[config.mk]
export PLATFORM = sky130hd
export DESIGN_NAME = kbd_disp_mmio
export DESIGN_NICKNAME = d
export VERILOG_FILES = /design/src/rtl/kd_pkg.sv /design/src/rtl/kd_decode.sv /design/src/rtl/kd_kbd_port.sv /design/src/rtl/kd_disp_port.sv /design/src/rtl/kbd_disp_mmio.sv
export SDC_FILE = /design/constraint.sdc
export NUM_CORES = 1
export LEC_CHECK = 0
export CORE_ASPECT_RATIO = 0.8
export CORE_MARGIN = 3
export CORE_UTILIZATION = 35
export DETAILED_ROUTE_END_ITERATION = 10
export PLACE_DENSITY_LB_ADDON = 0.3
export SYNTH_ARGS = -nofsm -noshare
export SYNTH_HDL_FRONTEND = slang
export SYNTH_HIERARCHICAL = 1
export SYNTH_SLANG_ARGS = --single-unit
[constraint.sdc]
create_clock -name clk_i -period 2.4 [get_ports clk_i]
set_input_delay 0.48 -clock clk_i [delete_from_list [all_inputs] [get_ports clk_i]]
set_output_delay 0.48 -clock clk_i [all_outputs]
set_load 0.01 [all_outputs]
[src/rtl/kd_pkg.sv]
package kd_pkg;
  localparam int unsigned ADDR_W = 16;
  localparam int unsigned DATA_W = 16;
  localparam int unsigned CHAR_W = 8;
  localparam int unsigned NREG   = 4;
  localparam logic [ADDR_W-1:0] REG_BASE = 16'hFE00;
  localparam int unsigned REG_STRIDE = 2;
  // register slots; order fixes the address map
  localparam int unsigned SLOT_KSTAT = 0;
  localparam int unsigned SLOT_KDATA = 1;
  localparam int unsigned SLOT_DSTAT = 2;
  localparam int unsigned SLOT_DDATA = 3;
endpackage

[src/rtl/kd_decode.sv]
module kd_decode #(
  parameter int unsigned ADDR_W = 16,
  parameter int unsigned NREG = 4,
  parameter logic [ADDR_W-1:0] BASE = '0,
  parameter int unsigned STRIDE = 2
) (
  input  logic              en_i,
  input  logic              we_i,
  input  logic [ADDR_W-1:0] addr_i,
  output logic [NREG-1:0]   rd_sel_o,
  output logic [NREG-1:0]   wr_sel_o
);
  logic [NREG-1:0] hit;

  for (genvar i = 0; i < NREG; i++) begin : g_slot
    localparam logic [ADDR_W-1:0] SlotAddr = BASE + ADDR_W'(i * STRIDE);
    assign hit[i]      = (addr_i == SlotAddr);
    assign rd_sel_o[i] = en_i & ~we_i & hit[i];
    assign wr_sel_o[i] = en_i &  we_i & hit[i];
  end
endmodule

[src/rtl/kd_kbd_port.sv]
module kd_kbd_port #(
  parameter int unsigned CHAR_W = 8
) (
  input  logic              clk_i,
  input  logic              rst_ni,
  input  logic              strobe_i,
  input  logic [CHAR_W-1:0] code_i,
  input  logic              rd_i,
  output logic              ready_o,
  output logic [CHAR_W-1:0] data_o
);
  always_ff @(posedge clk_i or negedge rst_ni) begin
    if (!rst_ni) begin
      ready_o <= 1'b0;
      data_o  <= '0;
    end else if (strobe_i) begin
      ready_o <= 1'b1;  // set beats clear
      data_o  <= code_i;
    end else if (rd_i) begin
      ready_o <= 1'b0;
    end
  end

  AST_KBD_SET: assert property (@(posedge clk_i) disable iff (!rst_ni)
    strobe_i |=> ready_o && data_o == $past(code_i));
  AST_KBD_CLR: assert property (@(posedge clk_i) disable iff (!rst_ni)
    rd_i && !strobe_i |=> !ready_o);
  AST_KBD_HOLD: assert property (@(posedge clk_i) disable iff (!rst_ni)
    !rd_i && !strobe_i |=> $stable(ready_o) && $stable(data_o));
endmodule

[src/rtl/kd_disp_port.sv]
module kd_disp_port #(
  parameter int unsigned CHAR_W = 8
) (
  input  logic              clk_i,
  input  logic              rst_ni,
  input  logic              wr_i,
  input  logic [CHAR_W-1:0] wdata_i,
  input  logic              done_i,
  output logic              ready_o,
  output logic [CHAR_W-1:0] char_o,
  output logic              valid_o
);
  logic accept;
  assign accept = wr_i & ready_o;

  always_ff @(posedge clk_i or negedge rst_ni) begin
    if (!rst_ni) begin
      ready_o <= 1'b1;
      valid_o <= 1'b0;
      char_o  <= '0;
    end else if (accept) begin
      ready_o <= 1'b0;
      valid_o <= 1'b1;
      char_o  <= wdata_i;
    end else if (valid_o && done_i) begin
      ready_o <= 1'b1;
      valid_o <= 1'b0;
    end
  end

  AST_DISP_WR: assert property (@(posedge clk_i) disable iff (!rst_ni)
    wr_i && ready_o |=> !ready_o && valid_o && char_o == $past(wdata_i));
  AST_DISP_HOLD: assert property (@(posedge clk_i) disable iff (!rst_ni)
    valid_o && !done_i |=> valid_o && $stable(char_o));
  AST_DISP_DONE: assert property (@(posedge clk_i) disable iff (!rst_ni)
    valid_o && done_i |=> ready_o && !valid_o);
  AST_DISP_DROP: assert property (@(posedge clk_i) disable iff (!rst_ni)
    wr_i && !ready_o |=> $stable(char_o));
endmodule

[src/rtl/kbd_disp_mmio.sv]
module kbd_disp_mmio
  import kd_pkg::*;
(
  input  logic              clk_i,
  input  logic              rst_ni,
  input  logic              mem_en_i,
  input  logic              mem_we_i,
  input  logic [ADDR_W-1:0] addr_i,
  input  logic [DATA_W-1:0] wdata_i,
  output logic [DATA_W-1:0] rdata_o,
  input  logic              key_strobe_i,
  input  logic [CHAR_W-1:0] key_code_i,
  output logic [CHAR_W-1:0] disp_char_o,
  output logic              disp_valid_o,
  input  logic              disp_done_i
);
  localparam int unsigned PadW = DATA_W - CHAR_W;

  logic [NREG-1:0]   rd_sel, wr_sel;
  logic              kbd_ready, disp_ready;
  logic [CHAR_W-1:0] kbd_data;

  kd_decode #(
    .ADDR_W(ADDR_W), .NREG(NREG), .BASE(REG_BASE), .STRIDE(REG_STRIDE)
  ) u_decode (
    .en_i    (mem_en_i),
    .we_i    (mem_we_i),
    .addr_i  (addr_i),
    .rd_sel_o(rd_sel),
    .wr_sel_o(wr_sel)
  );

  kd_kbd_port #(.CHAR_W(CHAR_W)) u_kbd (
    .clk_i   (clk_i),
    .rst_ni  (rst_ni),
    .strobe_i(key_strobe_i),
    .code_i  (key_code_i),
    .rd_i    (rd_sel[SLOT_KDATA]),
    .ready_o (kbd_ready),
    .data_o  (kbd_data)
  );

  kd_disp_port #(.CHAR_W(CHAR_W)) u_disp (
    .clk_i  (clk_i),
    .rst_ni (rst_ni),
    .wr_i   (wr_sel[SLOT_DDATA]),
    .wdata_i(wdata_i[CHAR_W-1:0]),
    .done_i (disp_done_i),
    .ready_o(disp_ready),
    .char_o (disp_char_o),
    .valid_o(disp_valid_o)
  );

  // status writes (wr_sel slots 0 and 2) intentionally unconnected in effect
  always_comb begin
    rdata_o = '0;
    if (rd_sel[SLOT_KSTAT]) rdata_o[DATA_W-1] = kbd_ready;
    if (rd_sel[SLOT_KDATA]) rdata_o = {{PadW{1'b0}}, kbd_data};
    if (rd_sel[SLOT_DSTAT]) rdata_o[DATA_W-1] = disp_ready;
    if (rd_sel[SLOT_DDATA]) rdata_o = {{PadW{1'b0}}, disp_char_o};
  end

  AST_SEL_ONEHOT: assert property (@(posedge clk_i) disable iff (!rst_ni)
    $onehot0(rd_sel | wr_sel));
  AST_STAT_LOW: assert property (@(posedge clk_i) disable iff (!rst_ni)
    rd_sel[SLOT_KSTAT] || rd_sel[SLOT_DSTAT] |-> rdata_o[DATA_W-2:0] == '0);
  AST_IDLE_ZERO: assert property (@(posedge clk_i) disable iff (!rst_ni)
    !mem_en_i |-> rdata_o == '0);
endmodule

* After elaboration in Yosys (flattened, before gate mapping) *
Index checks and enable logic that the tools add are counted.

operators by class
  add/subtract/negate cells = 0
  multiply operators = 0
  div/mod/pow operators = 0
  order comparisons = 0
  equal/unequal tests = 4
  shift operators = 0
  mux-type cells = 10
  bitwise operators = 9
  reductions and logical operators = 3

operator list
  cell                  number
  $eq 16x16->1 const B  4
  $mux 16               2
  $and 1x1->1           8
  $mux 1                8
  $reduce_bool 2->1     2
  $logic_and 1x1->1     1
  $not 1->1             1

storage, ports and cells
  bits in registers = 19
  bits in latches = 0
  RAM bits = 0
  ROM bits = 0
  bits of input ports = 46
  output and inout bits = 25
  word-level logic and storage cells = 31
  memories = 0

* Logic depth before layout (Yosys ltp) *
Gate-level depths: netlist of run 1.

  depth after elaboration = 7
  mapped depth = 6
  depth with buffers taken out = 5

* Cells and area by module *
Netlist of run 1, hierarchy kept.

modules (own cells, without submodules)
  module         instances  cells an instance  area an instance (um2)  seq. area each (um2)
  kd_disp_port   1          23                 375.4                   251.5
  kd_kbd_port    1          20                 369.1                   225.2
  kbd_disp_mmio  1          25                 180.2                   0.0
  kd_decode      1          20                 145.1                   0.0

* Worst setup path after synthesis of run 1 *
OpenSTA, ideal clock, no wires.

  path kind = input to output
  from = input port addr_i[3]
  to = output port rdata_o[1]
  arrival = 1.843 ns
  required time = 1.920 ns
  path slack = 0.077 ns
  cell stages on the path = 5
  buffers on the path = 0
  cells stage by stage = nor4_4 > nand2_2 > nor4_1 > nor2b_4 > a22o_1

between the ends
  longest elaborated chain between the ends = 4
  elaborated cells between the ends (all ways) = 6
  those cells by class = 2 x eq/ne; 2 x mux; 2 x bitwise

ends and longest elaborated chain
  item             RTL line             source
  start, declared  kbd_disp_mmio.sv:8   input logic [ADDR_W-1:0] addr_i,
  $eq 16x16->1     kd_decode.sv:17      assign hit[i] = (addr_i == SlotAddr);
  $and 1x1->1      kd_decode.sv:18      assign rd_sel_o[i] = en_i & ~we_i & hit[i];
  via rd_sel[1]    kbd_disp_mmio.sv:19  logic [NREG-1:0] rd_sel, wr_sel;
  $mux 16          kbd_disp_mmio.sv:58  if (rd_sel[SLOT_KDATA]) rdata_o = {{PadW{1'b0}}, kbd_data};
  $mux 16          kbd_disp_mmio.sv:60  if (rd_sel[SLOT_DDATA]) rdata_o = {{PadW{1'b0}}, disp_char_o};
  end, declared    kbd_disp_mmio.sv:10  output logic [DATA_W-1:0] rdata_o,

The timed path passes the listed nets, and every way through them passes these cells.

* Final worst setup path of run 1 *
  from = input port addr_i[8]
  to = output port rdata_o[15]

between the ends
  longest elaborated chain between the ends = 6
  elaborated cells between the ends (all ways) = 12
  those cells by class = 4 x eq/ne; 4 x mux; 4 x bitwise

ends and longest elaborated chain
  item           RTL line             source
  $eq 16x16->1   kd_decode.sv:17
  $and 1x1->1    kd_decode.sv:18
  via rd_sel[0]  kbd_disp_mmio.sv:19
  $mux 1         kbd_disp_mmio.sv:57  if (rd_sel[SLOT_KSTAT]) rdata_o[DATA_W-1] = kbd_ready;
  $mux 16        kbd_disp_mmio.sv:58
  $mux 1         kbd_disp_mmio.sv:59  if (rd_sel[SLOT_DSTAT]) rdata_o[DATA_W-1] = disp_ready;
  $mux 16        kbd_disp_mmio.sv:60

The timed path passes the listed nets, and every way through them passes these cells.

==> impl_metrics.json, run 1 <==
{
  "post-route-util_pct": 64.2,
  "place_area_sq_um": 1650,
  "n_fill_cell": 227,
  "multi_input_area_sq_um": 562,
  "timing.fmax_mhz": 409,
  "cts-root-buf": "clkbuf_8",
  "initial_core_util_pct": 37.5,
  "clkLatencyLatePin_ns": 0.25,
  "p_leak_nw": 0.861,
  "violations": "negative setup slack",
  "h-tree-depth": 1,
  "crit_path_start": "addr_i[8]",
  "clk_pin_slew_ns": 0.06,
  "startpoint_type": "input pin",
  "final_common_cell": "clkdlybuf4s50_1",
  "numCtsBuffers": 3,
  "p_sw_mw": 0.150,
  "rsz0062_at_grt": "yes",
  "drv_slew": 0,
  "crit_fanout": 3,
  "drt_first_pass_iters": 4,
  "drt-total-wl_mm": 3.11,
  "vias": 986,
  "cts_max_path_buffers": 2,
  "wl_per_cell_um": 15.4,
  "nets": 210,
  "final_cell_mix": "28 x clkdlybuf4s50_1, 18 x dfrtp_1, 16 x buf_4",
  "fp.dieW_um": 67.3,
  "reg2reg_depth": 2,
  "syn_area_sq_um": 1050,
  "critical_path.endpoint_type": "primary output",
  "worst_pin_slew_ns": 0.557,
  "power_frac_comb_pct": 16.5,
  "seq_area_sq_um": 477,
  "tns_ns": -0.203,
  "tritoncts": "done",
  "hp-class": "reg -> reg",
  "min_from": "u_kbd/data_o[5]",
  "row_count": 17,
  "ir_worst_vdd_v": 0.000347,
  "slew_headroom_pct": 62.8,
  "p_seq_share_pct": 51.3,
  "fin_cells": 201,
  "hold_depth": 1,
  "fin_ws_ns": -0.0463,
  "initialDrtViolationCount": 33,
  "portBuffers": 55,
  "power_mw": 0.678,
  "r2r_start": "u_disp/ready_o",
  "p_clk_share_pct": 32.2,
  "fp.coreArea_sq_um": 2810,
  "drv_cap": 0,
  "first_global_vias": 956,
  "fin_skew_ns": 0.00429,
  "status": "finished with violations",
  "syn_avg_cell_area_sq_um": 12.4,
  "vias_per_cell": 4.91,
  "synth_cells": 85,
  "cpMaxStageDelayCell": "and4b_1",
  "cts.sinks": 19,
  "fin_area_sq_um": 1800,
  "grt_max_degree": 20,
  "post-dp-hpwl_mm": 2.12,
  "switching_share_pct": 22.1,
  "crit_required_ns": 1.92,
  "arrival_ns": 1.97,
  "period_minus_slack_ns": 2.45,
  "die_area_sq_um": 3710,
  "drive_above_1_share_pct": 41.7,
  "antenna_found_initial": 0,
  "ys.warnings.count": 6,
  "pwr_density_cell_nw_per_um2": 376,
  "syn_to_final_growth_pct": 71.1,
  "p_int_mw": 0.528,
  "fin_crit_sh_pct": 102,
  "antenna_left": 0,
  "drt_drc_violations_left": 0,
  "finalSetupViolations": 7,
  "antenna_cells": 0,
  "fp.dieH_um": 55.1,
  "gp_congestion": 0.822,
  "grt_pass1_wl_mm": 4.66,
  "postCtsHoldBufs": 0,
  "grt.overflow.total": 0,
  "max_stage_delay_ns": 0.25,
  "dp_cells": 182,
  "worstPathCellList": "buf_6 -> and4b_1 -> nand4b_1 -> buf_4 -> nor4_4 -> nand4bb_1 -> a21oi_1 -> buf_2",
  "final_hold_viol_count": 0,
  "grt.total_usage_pct": 17.3,
  "path_class": "in -> out",
  "ios": 71
}
## layer usage
metal	GRT usage, %	wire (um)	vias up
met3	4.24	178	2
li1	-	-	456
met4	3.03	18	0
met5	0	0	-
met2	34.1	1700	41
met1	19.2	1210	487
## worst max-delay path, delay by kind of cell
family,cells,cell delay [ns]
buf+inv,3,0.46
compound gates,1,0.17
simple gates,4,0.85
## metrics by stage
step	worst slack (ns)	hold WS, ns
after floorplan	0.104	0.184
after global placement	-0.791	0.482
after detailed placement	-0.831	0.477
after CTS	0.00330	0.488
after global routing	-0.107	0.524
final	-0.0463	0.514
## power groups by stage
stage	clock network [mW]	registers [mW]	logic [mW]
after CTS	0.222	0.348	0.111
after floorplan	0	0.350	0.0471
after global placement	0	0.353	0.111
after global routing	0.236	0.350	0.120
after detailed placement	0	0.353	0.115
final	0.218	0.348	0.112
## flip-flops by register name, summed over array words and instances (netlist names)
name,count
u_disp/char_o,8
u_disp/ready_o,1
u_disp/valid_o,1
u_kbd/data_o,8
u_kbd/ready_o,1
## final timing paths
path	to	slack, ns
setup reg to reg	u_disp/char_o[0]	1.29
setup / recovery	rdata_o[15]	-0.05
hold reg to reg	u_kbd/data_o[5]	0.51
max in group asynchronous	u_disp/ready_o	1.59
min in group asynchronous	u_disp/char_o[4]	0.55
hold / removal	u_kbd/data_o[5]	0.51
## layout make-up
| type | count | share of cell area (%) |
|---|---|---|
| repair buffers | 77 | 36.8 |
| multi-input cells | 61 | 31.2 |
| flip-flops and latches | 19 | 26.4 |
| well taps | 38 | 2.64 |
| clock buffers | 4 | 2.50 |
| inverters | 2 | 0.416 |
## what timing repair did
| item | 4_1_cts | 5_1_grt |
|---|---|---|
| pin swaps | 8 | 2 |
| setup buffers | 16 | 0 |
| resized for setup | 88 | 1 |
| hold endpoints to repair | 0 | 0 |
| setup endpoints to repair | 9 | 9 |
Note: power is estimated with default switching activity, not from simulation.
==> inputs of run 2 (changes only) <==
--- a/config.mk
+++ b/config.mk
@@ -7,7 +7,7 @@
 export LEC_CHECK = 0
 export CORE_ASPECT_RATIO = 0.8
 export CORE_MARGIN = 3
-export CORE_UTILIZATION = 35
+export CORE_UTILIZATION = 38
 export DETAILED_ROUTE_END_ITERATION = 10
 export PLACE_DENSITY_LB_ADDON = 0.3
 export SYNTH_ARGS = -nofsm -noshare
==> constraint.sdc (replaced) <==
create_clock -name clk_i -period 3.2 [get_ports clk_i]
set_input_delay 0.64 -clock clk_i [delete_from_list [all_inputs] [get_ports clk_i]]
set_output_delay 0.64 -clock clk_i [all_outputs]
set_load 0.01 [all_outputs]
==> impl_metrics.json, run 2 (synthesized netlist as in run 1, its figures left out) <==
{
  "status": "finished, final reports clean",
  "antenna_left": 0,
  "cts.sinks": 19,
  "tritoncts": "done",
  "nets": 200,
  "die_area_sq_um": 3440,
  "finalSetupViolations": 0,
  "whs_ns": 0.505,
  "fin_area_sq_um": 1720,
  "reg_top3": "u_disp/char_o x8, u_kbd/data_o x8",
  "ios": 71,
  "row_count": 16,
  "fin_crit_sh_pct": 96.9,
  "critical_path.endpoint_type": "primary output",
  "whs_endpoint": "u_kbd/ready_o",
  "final_common_cell": "clkdlybuf4s50_1",
  "period_minus_slack_ns": 3.10,
  "p_leak_nw": 0.774,
  "fp.dieH_um": 53.1,
  "portBuffers": 55,
  "grt.overflow.total": 0,
  "wl_per_cell_um": 14.3,
  "ir_worst_vdd_v": 0.000269,
  "drv_cap": 0,
  "ff2ff_setup_slack_ns": 2.10,
  "final_hold_viol_count": 0,
  "h-tree-depth": 1,
  "drive_above_1_share_pct": 30.1,
  "slew_headroom_pct": 43.9,
  "rsz0062_at_grt": "no",
  "worst_pin_slew_ns": 0.839,
  "clkLatencyLatePin_ns": 0.30,
  "arrival_ns": 2.46,
  "n_fill_cell": 204,
  "crit_fanout": 4,
  "antenna_cells": 0,
  "fin_skew_ns": 0.00279,
  "hold_depth": 1,
  "grt.total_usage_pct": 16.5,
  "postCtsHoldBufs": 0,
  "final_cell_mix": "43 x clkdlybuf4s50_1, 18 x dfrtp_1, 11 x buf_4",
  "power_mw": 0.465,
  "cts-root-buf": "clkbuf_4",
  "post-dp-hpwl_mm": 2.09,
  "fp.dieW_um": 64.9,
  "seq_area_sq_um": 477,
  "drv_slew": 0,
  "crit_required_ns": 2.56,
  "drt_drc_violations_left": 0,
  "antenna_found_initial": 0,
  "place_area_sq_um": 1630,
  "drt_first_pass_iters": 4,
  "grt_max_degree": 20,
  "hp-class": "reg -> reg",
  "path_class": "in -> out",
  "r2r_start": "u_disp/ready_o",
  "grt_pass1_wl_mm": 4.28,
  "numCtsBuffers": 3,
  "reg2reg_depth": 2,
  "multi_input_area_sq_um": 537,
  "cts_max_path_buffers": 2,
  "vias": 919,
  "min_from": "u_kbd/ready_o",
  "gp_congestion": 0.802,
  "post-route-util_pct": 67.7,
  "syn_to_final_growth_pct": 63.3,
  "drt-total-wl_mm": 2.69,
  "initialDrtViolationCount": 12,
  "r2r-end": "u_disp/char_o[1]",
  "pwr_density_cell_nw_per_um2": 271,
  "first_global_vias": 892,
  "clk_pin_slew_ns": 0.11,
  "startpoint_type": "input pin",
  "fp.coreArea_sq_um": 2540,
  "timing.fmax_mhz": 323,
  "initial_core_util_pct": 41.4,
  "vias_per_cell": 4.86
}
## run 2: area by class of cell
class	instances	share of cell area [%]
inverters	2	0.436
multi-input cells	61	31.2
well taps	36	2.62
clock inverters	1	0.291
repair buffers	67	36.4
clock buffers	3	1.31
flip-flops and latches	19	27.7
## run 2: how the worst max path moves through the flow
stage | startpoint | end | slack, ns | depth (start not counted)
final | addr_i[8] | rdata_o[0] | 0.10 | 10
after global routing | addr_i[13] | rdata_o[4] | 0.001 | 10
after CTS | addr_i[4] | rdata_o[5] | 0.001 | 9
after detailed placement | addr_i[3] | rdata_o[5] | -0.34 | 8
after global placement | addr_i[3] | rdata_o[5] | -0.25 | 8
after floorplan | addr_i[3] | rdata_o[1] | 0.58 | 5
## run 2: repair_timing
item                       in CTS  in global routing
setup endpoints to repair       9                  9
pin swaps                       2                  4
setup buffers                   5                  3
resized for setup              22                  8
cloned                          1                  0
## run 2: worst max-delay path, cell delays in order
cell,delay [ns]
clkdlybuf4s50_1,0.45
and4b_1,0.19
nand4b_1,0.14
buf_4,0.16
nor2_4,0.04
buf_6,0.12
buf_4,0.13
buf_4,0.13
a22o_2,0.22
clkdlybuf4s15_1,0.22
## run 2: power by group
| group | internal [mW] | total (mW) | switching, mW |
|---|---|---|---|
| Combinational | 0.0574 | 0.0831 | 0.0256 |
| Sequential | 0.252 | 0.262 | 0.00932 |
| Clock | 0.0466 | 0.121 | 0.0741 |
| Total | 0.356 | 0.465 | 0.109 |
## run 2: routing by layer
| layer | vias up | GRT usage, % | routed length, um |
|---|---|---|---|
| met3 | 2 | 4.88 | 135 |
| met5 | - | 0 | 0 |
| li1 | 441 | - | - |
| met1 | 446 | 19.4 | 1080 |
| met4 | 0 | 3.86 | 24 |
| met2 | 30 | 29.5 | 1450 |
## run 2: per-stage QoR
step | setup slack [ns] | instances | setup TNS [ns]
2_1_floorplan | 0.584 | 91 | 0
5_1_grt | 0.00123 | 189 | 0
4_1_cts | 0.00107 | 187 | 0
3_3_place_gp | -0.248 | 178 | -1.75
6_report | 0.101 | 189 | 0
3_5_place_dp | -0.341 | 178 | -2.54
==> inputs of run 3 (changes only) <==
--- a/config.mk
+++ b/config.mk
@@ -8,8 +8,9 @@
 export CORE_ASPECT_RATIO = 0.8
 export CORE_MARGIN = 3
 export CORE_UTILIZATION = 38
+export CTS_BUF_LIST = sky130_fd_sc_hd__clkbuf_4 sky130_fd_sc_hd__clkbuf_8 sky130_fd_sc_hd__clkbuf_16
 export DETAILED_ROUTE_END_ITERATION = 10
-export PLACE_DENSITY_LB_ADDON = 0.3
+export PLACE_DENSITY = 0.85
 export SYNTH_ARGS = -nofsm -noshare
 export SYNTH_HDL_FRONTEND = slang
 export SYNTH_HIERARCHICAL = 1
==> impl_metrics.json, run 3 (synthesized netlist as in run 1, its figures left out) <==
{
  "status": "finished, final reports clean",
  "crit_fanout": 3,
  "ir_worst_vdd_v": 0.000233,
  "final_cell_mix": "42 x clkdlybuf4s50_1, 18 x dfrtp_1, 10 x buf_4",
  "p_int_mw": 0.368,
  "path_class": "in -> out",
  "final_hold_viol_count": 0,
  "min_from": "u_kbd/ready_o",
  "grt.total_usage_pct": 17.3,
  "syn_to_final_growth_pct": 65.3,
  "power_frac_comb_pct": 18.5,
  "crit_required_ns": 2.56,
  "die_area_sq_um": 3440,
  "first_global_vias": 951,
  "period_minus_slack_ns": 3.17,
  "clk_pin_slew_ns": 0.10,
  "switching_share_pct": 22.2,
  "fin_crit_sh_pct": 98.9,
  "p_seq_share_pct": 55.3,
  "grt.overflow.total": 0,
  "drv_slew": 0,
  "row_count": 16,
  "numCtsBuffers": 3,
  "antenna_left": 0,
  "portBuffers": 55,
  "p_sw_mw": 0.105,
  "fin_skew_ns": 0.00272,
  "fp.coreArea_sq_um": 2540,
  "cts.sinks": 19,
  "n_fill_cell": 200,
  "power_mw": 0.472,
  "final_common_cell": "clkdlybuf4s50_1",
  "tns_ns": 0,
  "cts-root-buf": "clkbuf_4",
  "whs_endpoint": "u_kbd/ready_o",
  "reg_top3": "u_disp/char_o x8, u_kbd/data_o x8",
  "worst_pin_slew_ns": 0.838,
  "clkLatencyLatePin_ns": 0.29,
  "startpoint_type": "input pin",
  "hp-class": "reg -> reg",
  "fin_cells": 189,
  "drt_drc_violations_left": 0,
  "post-dp-hpwl_mm": 2.25,
  "cts_max_path_buffers": 2,
  "grt_pass1_wl_mm": 4.49,
  "timing.fmax_mhz": 316,
  "drt_first_pass_iters": 4,
  "reg2reg_depth": 2,
  "fp.dieH_um": 53.1,
  "finalSetupViolations": 0,
  "dp_cells": 179,
  "pwr_density_cell_nw_per_um2": 271,
  "antenna_cells": 0,
  "initial_core_util_pct": 41.4,
  "antenna_found_initial": 0,
  "r2r-end": "u_disp/char_o[4]",
  "wl_per_cell_um": 15.9,
  "vias": 953,
  "initialDrtViolationCount": 24,
  "critical_path.endpoint_type": "primary output",
  "ios": 71,
  "fin_area_sq_um": 1740,
  "h-tree-depth": 1,
  "drt-total-wl_mm": 3.01,
  "fp.dieW_um": 64.9,
  "arrival_ns": 2.53,
  "drive_above_1_share_pct": 31.4,
  "vias_per_cell": 5.04,
  "drv_cap": 0,
  "slew_headroom_pct": 44.0,
  "place_area_sq_um": 1640,
  "p_leak_nw": 0.792,
  "tritoncts": "done",
  "gp_congestion": 0.811,
  "r2r_start": "u_disp/ready_o",
  "ff2ff_setup_slack_ns": 2.08,
  "hold_depth": 1,
  "grt_max_degree": 20,
  "p_clk_share_pct": 26.2,
  "nets": 200,
  "postCtsHoldBufs": 0
}
## run 3: what timing repair did
item | CTS | global route
pin swaps | 3 | 5
endpoints found under the setup margin | 9 | 9
buffers inserted | 3 | 3
gates cloned | 0 | 0
gates resized for setup | 24 | 13
## run 3: power by group through the flow
stage                     Combinational (mW)  Clock (mW)  Sequential (mW)
after floorplan                       0.0353           0            0.263
after global placement                0.0819           0            0.265
final                                 0.0873       0.124            0.261
after global routing                  0.0930       0.144            0.263
after detailed placement              0.0852           0            0.266
after CTS                             0.0851       0.131            0.261
## run 3: routing by layer
layer | GRT usage (%) | wire (um)
met5 | 0 | 0
met4 | 1.05 | 6
met3 | 4.67 | 154
met2 | 35.7 | 1700
met1 | 18.3 | 1140
## run 3: per-stage QoR
step | util [%] | worst slack (ns) | hold slack (ns)
2_1_floorplan | - | 0.584 | 0.344
3_3_place_gp | 64.6 | -0.288 | 0.476
3_5_place_dp | 64.6 | -0.370 | 0.485
4_1_cts | 67.3 | 0.0106 | 0.509
5_1_grt | 68.5 | -0.0340 | 0.544
6_report | 68.5 | 0.0349 | 0.509
## run 3: cell type report
class	instances	area, sq um	share of cell area, %
Clock buffer	4	30.0	1.72
Inverter	2	7.51	0.431
Multi-Input combinational cell	61	558	32.0
Sequential cell	19	477	27.4
Tap cell	36	45.0	2.59
Timing Repair Buffer	67	624	35.8
## run 3: worst max-delay path by stage
| stage | start | endpoint | slack (ns) | depth (start not counted) |
|---|---|---|---|---|
| after floorplan | addr_i[3] | rdata_o[1] | 0.58 | 5 |
| final | addr_i[8] | rdata_o[15] | 0.03 | 8 |
| after global routing | addr_i[8] | rdata_o[15] | -0.03 | 8 |
| after CTS | mem_en_i | rdata_o[4] | 0.01 | 10 |
| after detailed placement | addr_i[3] | rdata_o[0] | -0.37 | 7 |
| after global placement | addr_i[3] | rdata_o[0] | -0.29 | 7 |
## run 3: critical path, cell delays in order
cell and delay [ns]:
clkdlybuf4s50_1 0.40, and4b_1 0.27, nand4b_1 0.19, buf_4 0.23, nor4_4 0.26, nand4bb_1 0.15, a21oi_2 0.14, clkdlybuf4s15_1 0.25
